<file path="src/rtl/trap_pkg.sv">
package trap_pkg;

  typedef enum logic [2:0] {
    CAUSE_IRQ      = 3'd0,
    CAUSE_FETCH    = 3'd1,
    CAUSE_ILLEGAL  = 3'd2,
    CAUSE_OVERFLOW = 3'd3,
    CAUSE_DATA     = 3'd4
  } cause_e;

  // strobes from commit control to the stage datapath
  typedef struct packed {
    logic   take;   // trap taken this cycle
    logic   ret;    // return from handler this cycle
    cause_e cause;  // cause of the trap being taken
  } ctrl_strobe_t;

endpackage

</file>
<file path="src/rtl/trap_stage_path.sv">
module trap_stage_path
  import trap_pkg::*;
#(
  parameter int              PC_W       = 32,
  parameter logic [PC_W-1:0] HANDLER_PC = 'h80
) (
  input  logic            clk,
  input  logic            rstN,
  input  logic            fetchValid,
  input  logic [PC_W-1:0] fetchPc,
  input  logic            fetchFault,
  input  logic            decIllegal,
  input  logic            exeOverflow,
  input  logic            stall,
  input  ctrl_strobe_t    strobe,
  output logic            commitValid,
  output logic            commitPend,
  output cause_e          commitCode,
  output logic [PC_W-1:0] commitPc,
  output cause_e          causeReg,
  output logic [PC_W-1:0] epcReg,
  output logic [PC_W-1:0] redirectPc
);

  localparam int NUM_SLOTS = 3;
  localparam int SLOT_D    = 0;
  localparam int SLOT_E    = 1;
  localparam int SLOT_M    = NUM_SLOTS - 1;

  // slot registers: decode, execute, memory
  logic            slotValid [NUM_SLOTS];
  logic            slotPend  [NUM_SLOTS];
  cause_e          slotCode  [NUM_SLOTS];
  logic [PC_W-1:0] slotPc    [NUM_SLOTS];

  // raise inputs of the stage feeding each slot: fetch, decode, execute
  logic            stageRaise [NUM_SLOTS];
  cause_e          stageCode  [NUM_SLOTS];

  logic            srcValid [NUM_SLOTS];
  logic            srcPend  [NUM_SLOTS];
  cause_e          srcCode  [NUM_SLOTS];
  logic [PC_W-1:0] srcPc    [NUM_SLOTS];

  logic            inValid [NUM_SLOTS];
  logic            inPend  [NUM_SLOTS];
  cause_e          inCode  [NUM_SLOTS];
  logic [PC_W-1:0] inPc    [NUM_SLOTS];

  logic flush;
  assign flush = strobe.take | strobe.ret;

  assign stageRaise[0] = fetchFault;
  assign stageRaise[1] = decIllegal;
  assign stageRaise[2] = exeOverflow;
  assign stageCode[0]  = CAUSE_FETCH;
  assign stageCode[1]  = CAUSE_ILLEGAL;
  assign stageCode[2]  = CAUSE_OVERFLOW;

  generate
    for (genvar i = 0; i < NUM_SLOTS; i++) begin : g_slot
      if (i == SLOT_D) begin : g_from_fetch
        assign srcValid[i] = fetchValid;
        assign srcPend[i]  = 1'b0;
        assign srcCode[i]  = CAUSE_IRQ;
        assign srcPc[i]    = fetchPc;
      end else begin : g_from_prev
        assign srcValid[i] = slotValid[i-1];
        assign srcPend[i]  = slotPend[i-1];
        assign srcCode[i]  = slotCode[i-1];
        assign srcPc[i]    = slotPc[i-1];
      end
      // an earlier fault is kept; bubbles carry nothing
      assign inValid[i] = srcValid[i];
      assign inPend[i]  = srcValid[i] & (srcPend[i] | stageRaise[i]);
      assign inCode[i]  = srcPend[i] ? srcCode[i]
                        : (inPend[i] ? stageCode[i] : CAUSE_IRQ);
      assign inPc[i]    = srcValid[i] ? srcPc[i] : '0;
    end
  endgenerate

  always_ff @(posedge clk or negedge rstN) begin
    if (!rstN) begin
      for (int i = 0; i < NUM_SLOTS; i++) begin
        slotValid[i] <= 1'b0;
        slotPend[i]  <= 1'b0;
        slotCode[i]  <= CAUSE_IRQ;
        slotPc[i]    <= '0;
      end
    end else begin
      for (int i = 0; i < NUM_SLOTS; i++) begin
        if (flush || (stall && i == SLOT_E)) begin
          slotValid[i] <= 1'b0;
          slotPend[i]  <= 1'b0;
          slotCode[i]  <= CAUSE_IRQ;
          slotPc[i]    <= '0;
        end else if (!(stall && i == SLOT_D)) begin
          slotValid[i] <= inValid[i];
          slotPend[i]  <= inPend[i];
          slotCode[i]  <= inCode[i];
          slotPc[i]    <= inPc[i];
        end
      end
    end
  end

  always_ff @(posedge clk or negedge rstN) begin
    if (!rstN) begin
      causeReg <= CAUSE_IRQ;
      epcReg   <= '0;
    end else if (strobe.take) begin
      causeReg <= strobe.cause;
      epcReg   <= slotPc[SLOT_M];
    end
  end

  assign commitValid = slotValid[SLOT_M];
  assign commitPend  = slotPend[SLOT_M];
  assign commitCode  = slotCode[SLOT_M];
  assign commitPc    = slotPc[SLOT_M];
  assign redirectPc  = strobe.take ? HANDLER_PC : epcReg;

  // the saved PC and cause follow the trapped instruction
  p_epc_capture_r5: assert property (@(posedge clk) disable iff (!rstN)
    strobe.take |=> (epcReg == $past(slotPc[SLOT_M])) && (causeReg == $past(strobe.cause)));

  // a flush leaves bubbles behind
  p_flush_bubbles_r9: assert property (@(posedge clk) disable iff (!rstN)
    flush |=> !slotValid[SLOT_D] && !slotValid[SLOT_E] && !slotValid[SLOT_M] && !slotPend[SLOT_M]);

  // decode is frozen by a stall and execute receives a bubble
  p_stall_holds_r10: assert property (@(posedge clk) disable iff (!rstN)
    (stall && !flush) |=> (slotPc[SLOT_D] == $past(slotPc[SLOT_D]))
                        && (slotPend[SLOT_D] == $past(slotPend[SLOT_D]))
                        && !slotValid[SLOT_E]);

endmodule

</file>
<file path="src/rtl/trap_commit_ctrl.sv">
module trap_commit_ctrl
  import trap_pkg::*;
(
  input  logic         clk,
  input  logic         rstN,
  input  logic         commitValid,
  input  logic         commitPend,
  input  cause_e       commitCode,
  input  logic         memAddrFault,
  input  logic         extIrq,
  input  logic         retExc,
  output ctrl_strobe_t strobe,
  output logic         irqEnable,
  output logic         kernelMode,
  output logic         killFetch,
  output logic         killDecode,
  output logic         killExecute,
  output logic         suppressWb,
  output logic         redirectValid
);

  logic irqHit;
  logic syncHit;
  logic takeNow;
  logic retNow;

  assign irqHit  = commitValid & irqEnable & extIrq;
  assign syncHit = commitValid & (commitPend | memAddrFault);
  assign takeNow = irqHit | syncHit;
  assign retNow  = commitValid & retExc & ~takeNow;

  always_comb begin
    strobe.take  = takeNow;
    strobe.ret   = retNow;
    if (irqHit)          strobe.cause = CAUSE_IRQ;
    else if (commitPend) strobe.cause = commitCode;
    else                 strobe.cause = CAUSE_DATA;
  end

  always_ff @(posedge clk or negedge rstN) begin
    if (!rstN) begin
      irqEnable  <= 1'b0;
      kernelMode <= 1'b1;
    end else if (takeNow) begin
      irqEnable  <= 1'b0;
      kernelMode <= 1'b1;
    end else if (retNow) begin
      irqEnable  <= 1'b1;
      kernelMode <= 1'b0;
    end
  end

  assign killFetch     = takeNow | retNow;
  assign killDecode    = takeNow | retNow;
  assign killExecute   = takeNow | retNow;
  assign suppressWb    = takeNow;
  assign redirectValid = takeNow | retNow;

  // a trap masks interrupts and enters kernel mode
  p_trap_masks_r6: assert property (@(posedge clk) disable iff (!rstN)
    strobe.take |=> !irqEnable && kernelMode);

  // a return unmasks interrupts and leaves kernel mode
  p_return_unmasks_r7: assert property (@(posedge clk) disable iff (!rstN)
    strobe.ret |=> irqEnable && !kernelMode);

  // an interrupt cannot be taken twice in a row
  p_no_back_to_back_irq_r8: assert property (@(posedge clk) disable iff (!rstN)
    (strobe.take && strobe.cause == CAUSE_IRQ) |=> !(strobe.take && strobe.cause == CAUSE_IRQ));

  // trap and return never coincide
  p_take_ret_exclusive_r7: assert property (@(posedge clk) disable iff (!rstN)
    !(strobe.take && strobe.ret));

endmodule

</file>
<file path="src/rtl/trap_commit_unit.sv">
module trap_commit_unit
  import trap_pkg::*;
#(
  parameter int              PC_W       = 32,
  parameter logic [PC_W-1:0] HANDLER_PC = 'h80
) (
  input  logic            clk,
  input  logic            rstN,
  input  logic            fetchValid,
  input  logic [PC_W-1:0] fetchPc,
  input  logic            fetchFault,
  input  logic            decIllegal,
  input  logic            exeOverflow,
  input  logic            memAddrFault,
  input  logic            extIrq,
  input  logic            retExc,
  input  logic            stall,
  output logic            killFetch,
  output logic            killDecode,
  output logic            killExecute,
  output logic            suppressWb,
  output logic            redirectValid,
  output logic [PC_W-1:0] redirectPc,
  output logic [2:0]      causeReg,
  output logic [PC_W-1:0] epcReg,
  output logic            irqEnable,
  output logic            kernelMode
);

  ctrl_strobe_t    strobe;
  logic            commitValid;
  logic            commitPend;
  cause_e          commitCode;
  logic [PC_W-1:0] commitPc;
  cause_e          causeVal;

  trap_stage_path #(
    .PC_W       (PC_W),
    .HANDLER_PC (HANDLER_PC)
  ) u_path (
    .clk         (clk),
    .rstN        (rstN),
    .fetchValid  (fetchValid),
    .fetchPc     (fetchPc),
    .fetchFault  (fetchFault),
    .decIllegal  (decIllegal),
    .exeOverflow (exeOverflow),
    .stall       (stall),
    .strobe      (strobe),
    .commitValid (commitValid),
    .commitPend  (commitPend),
    .commitCode  (commitCode),
    .commitPc    (commitPc),
    .causeReg    (causeVal),
    .epcReg      (epcReg),
    .redirectPc  (redirectPc)
  );

  trap_commit_ctrl u_ctrl (
    .clk           (clk),
    .rstN          (rstN),
    .commitValid   (commitValid),
    .commitPend    (commitPend),
    .commitCode    (commitCode),
    .memAddrFault  (memAddrFault),
    .extIrq        (extIrq),
    .retExc        (retExc),
    .strobe        (strobe),
    .irqEnable     (irqEnable),
    .kernelMode    (kernelMode),
    .killFetch     (killFetch),
    .killDecode    (killDecode),
    .killExecute   (killExecute),
    .suppressWb    (suppressWb),
    .redirectValid (redirectValid)
  );

  assign causeReg = causeVal;

  // the PC of a committing valid slot is what a trap records
  p_commit_pc_r2: assert property (@(posedge clk) disable iff (!rstN)
    (strobe.take && commitValid) |=> epcReg == $past(commitPc));

endmodule

</file>
<file path="config.mk">
export PLATFORM = sky130hd
export DESIGN_NAME = trap_commit_unit
export DESIGN_NICKNAME = d
export VERILOG_FILES = /design/src/rtl/trap_pkg.sv /design/src/rtl/trap_stage_path.sv /design/src/rtl/trap_commit_ctrl.sv /design/src/rtl/trap_commit_unit.sv
export SDC_FILE = /design/constraint.sdc
export NUM_CORES = 1
export LEC_CHECK = 0
export BUFFER_PORTS_ARGS = -buffer_cell sky130_fd_sc_hd__buf_2
export CORE_ASPECT_RATIO = 1.5
export CORE_MARGIN = 1.5
export CORE_UTILIZATION = 49
export DETAILED_ROUTE_END_ITERATION = 10
export PLACE_DENSITY = 0.81
export SLEW_MARGIN = 20
export SYNTH_ARGS = -nofsm -noshare
export SYNTH_HDL_FRONTEND = slang
export SYNTH_SLANG_ARGS = --single-unit
</file>
<file path="constraint.sdc">
create_clock -name clk -period 1.7 [get_ports clk]
set_clock_uncertainty 0.15 [all_clocks]
set_input_delay 0.085 -clock clk [delete_from_list [all_inputs] [get_ports clk]]
set_output_delay 0.085 -clock clk [all_outputs]
set_load 0.1 [all_outputs]
</file>
==> qor.csv, run 1 <==
metric;value;unit
peakVddDrop;0.811;mV
crit_fanout;7;
rows;47;
power_frac_clock;42.5;%
grt_antenna_before_repair;0;
grt_first_pass_wirelength;25400;um
p_int;0.00670;W
place_congestion;0.710;
route.detailed.drc;0;
io_buffers;115;
drt_iter0_markers;383;
cp_cell_sequence;a21o_4, o21ai_4, buf_6, buf_16, and2_4, buf_12;
slew_viol_final;0;
post_drt_wl_per_cell;22.5;um
fp.dieH;132;um
pwr-share-seq;39.8;%
final_nets;685;
drive_gt1_share;50.6;%
endpoint_kind;output port;
yosysWarnings;0;
cts.reportedPaths.clkPinSlew;0.07;ns
grt_max_degree;49;
rsz0062_at_grt;true;
core-area;10900;um2
firstDrtPassIters;6;
switching_power;0.00254;W
synth_area;5460;um2
die_area;11800;um2
tightest_slew;0.527;ns
min_path_type;primary input to flip-flop;
place_ws;-0.0848;ns
ys_seq_area_share;65.6;%
synth_cells;434;
grt.overflow.total;0;
ioPinCount;116;
combPwrFrac;17.7;%
route.final.wire_length;18100;um
post-route-period-util;131;%
power_density;1040;nW/um2
grtUsageTotal;29.6;%
via_per_inst;5.56;
place_inst;678;
clock_latency;0.41;ns
die-width;89.2;um
clock_path_buffers;2;
ant_nets;0;
max_stage_delay;0.49;ns
violations;negative setup slack;
swShare;27.5;%
area_delta_synth_final;63.3;%
synth.distinct_cells;27;
crit_slowest_cell;dfrtp_4;
fin_ws;-0.526;ns
relSlewSlack;65.1;%
n_antenna_cell;0;
synth-seq-cells;143;
numCtsBuffers;17;
fin_cells;803;
clock.fmax;449;MHz
cp.arrival;1.99;ns
startpoint_type;flip-flop;
cts_tree;built;
grt_pass1_vias;4631;
cap_violations;0;
p_leak;4.35;nW
critPathRequiredTime;1.46;ns
cts-root-buf;clkbuf_16;
critical_path_class;flip-flop to output port;
status;complete, but fails checks;
fin_crit;2.23;ns
setup-violations-final;178;
initial_core_util;49.9;%
hold_viol_final;0;
syn_nets;476;
place_hpwl;7350;um
num_vias;4465;
htree_levels;4;
syn_area_per_cell;12.6;um2
cts.sinks;143;
cell families after synthesis:
kind of cell           Yosys count  share of synthesized area (%)
DFF                            143                           65.6
buffers and inverters           35                           2.98
and+or+nand+nor                176                           19.0
AOI/OAI and AO/OA               48                           5.80
muxes                           32                           6.60
cells in the final DEF (no fill, tap or decap), types with 3 or more instances in the layout:
master and n:
mux2_2 32, a21oi_1 5, clkbuf_8 4, buf_2 76, and3_1 19, bufbuf_16 3
and3_4 13, and2_4 44, nor2_1 4, buf_16 7, a21oi_4 3, buf_6 11
dfrtp_1 140, clkinv_2 4, bufinv_16 3, buf_12 46, nand3b_1 32, nand2_1 37
a21oi_2 31, dlygate4sd3_1 57, buf_4 21, clkbuf_16 18, and2_1 19
worst max-delay path: cells and delay by family (launching register included):
kind	cells	cell delay, ns
DFF	1	0.49
buffers and inverters	3	0.46
AOI/OAI and AO/OA	2	0.46
and+or+nand+nor	1	0.15
synthesized netlist by cell type (all sizes together):
master | n | area (um2)
o21a | 1 | 7.51
nor3b | 1 | 7.51
a22oi | 2 | 15.0
clkbuf | 21 | 78.8
dfstp | 1 | 26.3
nand2 | 38 | 145
buf | 12 | 76.3
a2111o | 1 | 11.3
nand3b | 32 | 240
a22o | 2 | 17.5
and2 | 64 | 400
nand2b | 2 | 12.5
nor2 | 5 | 18.8
o21ai | 2 | 21.3
nor2b | 1 | 6.26
inv | 2 | 7.51
a21oi | 39 | 236
dfrtp | 142 | 3550
and3b | 1 | 8.76
and3 | 32 | 200
a21o | 1 | 7.51
mux2 | 32 | 360
cell type report:
type	count	area, um2
tap	147	184
multi-input combinational	256	2020
inverter	2	25.0
clock inverter	10	134
clock buffer	22	484
sequential	143	3580
timing repair inverter	1	8.76
fill	548	2020
timing repair buffer	222	2470
metal layers:
metal,up-vias,track usage [%],wire (um)
met5,-,0,0
met4,0,15.9,930
met3,74,6.51,1060
met2,261,49.8,9600
met1,2251,34.3,6460
li1,1879,-,-
what timing repair did:
action	4_1_cts	5_1_grt
hold endpoints to repair	185	1
pin swaps	8	3
buffers inserted	17	12
endpoints found under the setup margin	169	179
resized for setup	70	46
hold buffers	57	1
cloned	10	2
registers in the layout, indices dropped and copies added (netlist names):
| signal | flops |
|---|---|
| u_path.causeReg | 3 |
| u_path.inValid | 2 |
| u_path.slotCode | 3 |
| u_ctrl.irqEnable | 1 |
| u_path.commitPend | 1 |
| u_path.commitPc | 32 |
| u_ctrl.kernelMode | 1 |
| u_path.commitCode | 2 |
| u_path.epcReg | 32 |
| u_path.commitValid | 1 |
| u_path.slotPend | 1 |
| u_path.slotPc | 64 |
path summary, 6_finish.rpt:
check	start	slack (ns)	endpoint	depth (start not counted)
worst max-delay path	u_ctrl.irqEnable	-0.53	redirectPc[30]	6
worst min-delay path	stall	0.02	u_path.slotCode[3]	3
worst max register to register	u_ctrl.irqEnable	-0.52	u_path.slotPc[73]	8
worst min register to register	u_ctrl.kernelMode	0.31	u_ctrl.kernelMode	2
max in group asynchronous	rstN	0.71	u_ctrl.irqEnable	3
min in group asynchronous	rstN	0.05	u_path.epcReg[12]	2
stage by stage:
step	power [W]	instance area [um2]	setup TNS, ns	hold slack, ns	util, %
6_report	0.00923	8910	-69.23	0.0205	81.5
3_3_place_gp	0.00470	6800	-0.00544	-0.0984	62.1
3_5_place_dp	0.00474	6800	-3.25	-0.0965	62.1
5_1_grt	0.00949	8910	-73.91	0.0182	81.5
4_1_cts	0.00897	8660	-53.95	0.0155	79.2
2_1_floorplan	0.00445	5650	-21.28	-0.361	-
power by group through the flow:
stage | clock, W | sequential (W) | combinational (W)
floorplan | 0 | 0.00396 | 0.000498
global placement | 0 | 0.00369 | 0.00101
detailed placement | 0 | 0.00370 | 0.00104
CTS | 0.00381 | 0.00364 | 0.00151
global route | 0.00411 | 0.00368 | 0.00170
finish | 0.00392 | 0.00368 | 0.00164
No activity file was read; power rests on OpenSTA's default activity.
==> run 2: changes to the inputs <==
--- a/config.mk
+++ b/config.mk
@@ -10,7 +10,8 @@
 export CORE_MARGIN = 1.5
 export CORE_UTILIZATION = 49
 export DETAILED_ROUTE_END_ITERATION = 10
-export PLACE_DENSITY = 0.81
+export PLACE_DENSITY = 0.76
+export RECOVER_POWER = 50
 export SLEW_MARGIN = 20
 export SYNTH_ARGS = -nofsm -noshare
 export SYNTH_HDL_FRONTEND = slang
==> run 2 against run 1 <==
Setup slack improved by 0.060 ns. Critical path type unchanged. Highest routed layer unchanged. Die area unchanged. Clock-buffer cell count shrank 1. The flow still finishes with violations (negative setup slack). Largest cell class unchanged.
==> qor.csv, run 2 (synthesis gave the netlist of run 1 again) <==
metric;value;unit
grt_first_pass_wirelength;23000;um
cap_violations;0;
top_register;u_path.slotPc;
startpoint_type;flip-flop;
numCtsBuffers;17;
cts_tree;built;
via_per_inst;5.39;
post-route-period-util;127;%
drive_gt1_share;51.6;%
cts.sinks;143;
place_congestion;0.725;
die_area;11800;um2
fp.dieH;132;um
clock_latency;0.42;ns
slew_viol_final;0;
io_buffers;115;
grtUsageTotal;26.3;%
ant_nets;0;
initial_core_util;49.9;%
num_vias;4266;
peakVddDrop;0.733;mV
area_delta_synth_final;63.6;%
critPathRequiredTime;1.46;ns
p_leak;4.33;nW
drt_iter0_markers;289;
cp.arrival;1.93;ns
endpoint_kind;output port;
die-width;89.2;um
fin_ws;-0.465;ns
rows;47;
cts-root-buf;clkbuf_16;
hold_viol_final;0;
clock_path_buffers;2;
critical_path_class;flip-flop to output port;
grt_antenna_before_repair;0;
largest_register_ffs;64;
min_path_type;primary input to flip-flop;
fin_cells;792;
violations;negative setup slack;
fin_crit;2.17;ns
firstDrtPassIters;5;
place_inst;677;
htree_levels;4;
core-area;10900;um2
grt_pass1_vias;4345;
mostFrequentLayoutCell;dfrtp_1;
final_nets;674;
route.detailed.drc;0;
post_drt_wl_per_cell;21.2;um
layout_common_cells;dfrtp_1 (140), buf_2 (77), dlygate4sd3_1 (52);
status;complete, but fails checks;
route.final.wire_length;16800;um
relSlewSlack;22.7;%
fin_tns_setup;-53.88;ns
grt.overflow.total;0;
rsz0062_at_grt;true;
hold_slack;0.0416;ns
setup-violations-final;178;
power_density;1040;nW/um2
tightest_slew;1.16;ns
cts.reportedPaths.clkPinSlew;0.06;ns
place_hpwl;7180;um
ioPinCount;116;
grt_max_degree;72;
crit_fanout;8;
clock.fmax;462;MHz
n_antenna_cell;0;
## run 2: worst max-delay path: stages (launching register included)
cell	delay, ns
dfrtp_4	0.49
a21o_1	0.23
o21ai_4	0.17
buf_12	0.15
clkbuf_16	0.15
and2_4	0.15
buf_12	0.16
## run 2: layout make-up
type / count / area, um2
multi-input cells: 256 / 2110
clock inverters: 11 / 188
flip-flops and latches: 143 / 3580
clock buffers: 21 / 450
repair buffers: 212 / 2390
well taps: 147 / 184
fillers: 556 / 2000
inverters: 2 / 27.5
## run 2: timing repair
| action | in CTS | in global routing |
|---|---|---|
| setup endpoints to repair | 103 | 175 |
| hold buffers | 53 | 0 |
| endpoints found under the hold margin | 187 | 0 |
| buffers inserted | 12 | 6 |
| gates cloned | 7 | 8 |
| resized for setup | 75 | 62 |
| pin swaps | 21 | 4 |
## run 2: layer usage
layer	track usage, %	share of wire (%)	up-vias
li1	-	-	1843
met3	5.57	3.8	35
met1	30.5	36	2216
met2	45.9	57	172
met4	11.3	3.1	0
met5	0	0	-
## run 2: through the flow
stage	setup WS, ns	utilization [%]	area [um2]	power, W
2_1_floorplan	-0.214	-	5650	0.00445
3_3_place_gp	-0.00570	62.1	6790	0.00469
3_5_place_dp	-0.0473	62.1	6790	0.00473
4_1_cts	-0.405	77.8	8510	0.00903
5_1_grt	-0.507	81.7	8930	0.00959
6_report	-0.465	81.7	8930	0.00933
## run 2: worst paths after layout
check,start,end,slack (ns),cells past startpoint
worst max-delay path,u_ctrl.irqEnable,redirectPc[24],-0.47,6
worst min-delay path,stall,u_path.inValid[1],0.04,4
worst min register to register,u_ctrl.kernelMode,u_ctrl.kernelMode,0.32,2
min in group asynchronous,rstN,u_path.epcReg[8],0.35,3
worst max register to register,u_ctrl.irqEnable,u_path.commitPc[9],-0.38,8
max in group asynchronous,rstN,u_ctrl.irqEnable,-0.05,3
## run 2: report_power, final
group | internal [W] | switching, W | total [W]
Clock | 0.00263 | 0.00144 | 0.00407
Sequential | 0.00356 | 0.000111 | 0.00367
Combinational | 0.000630 | 0.000958 | 0.00159
Total | 0.00683 | 0.00251 | 0.00933
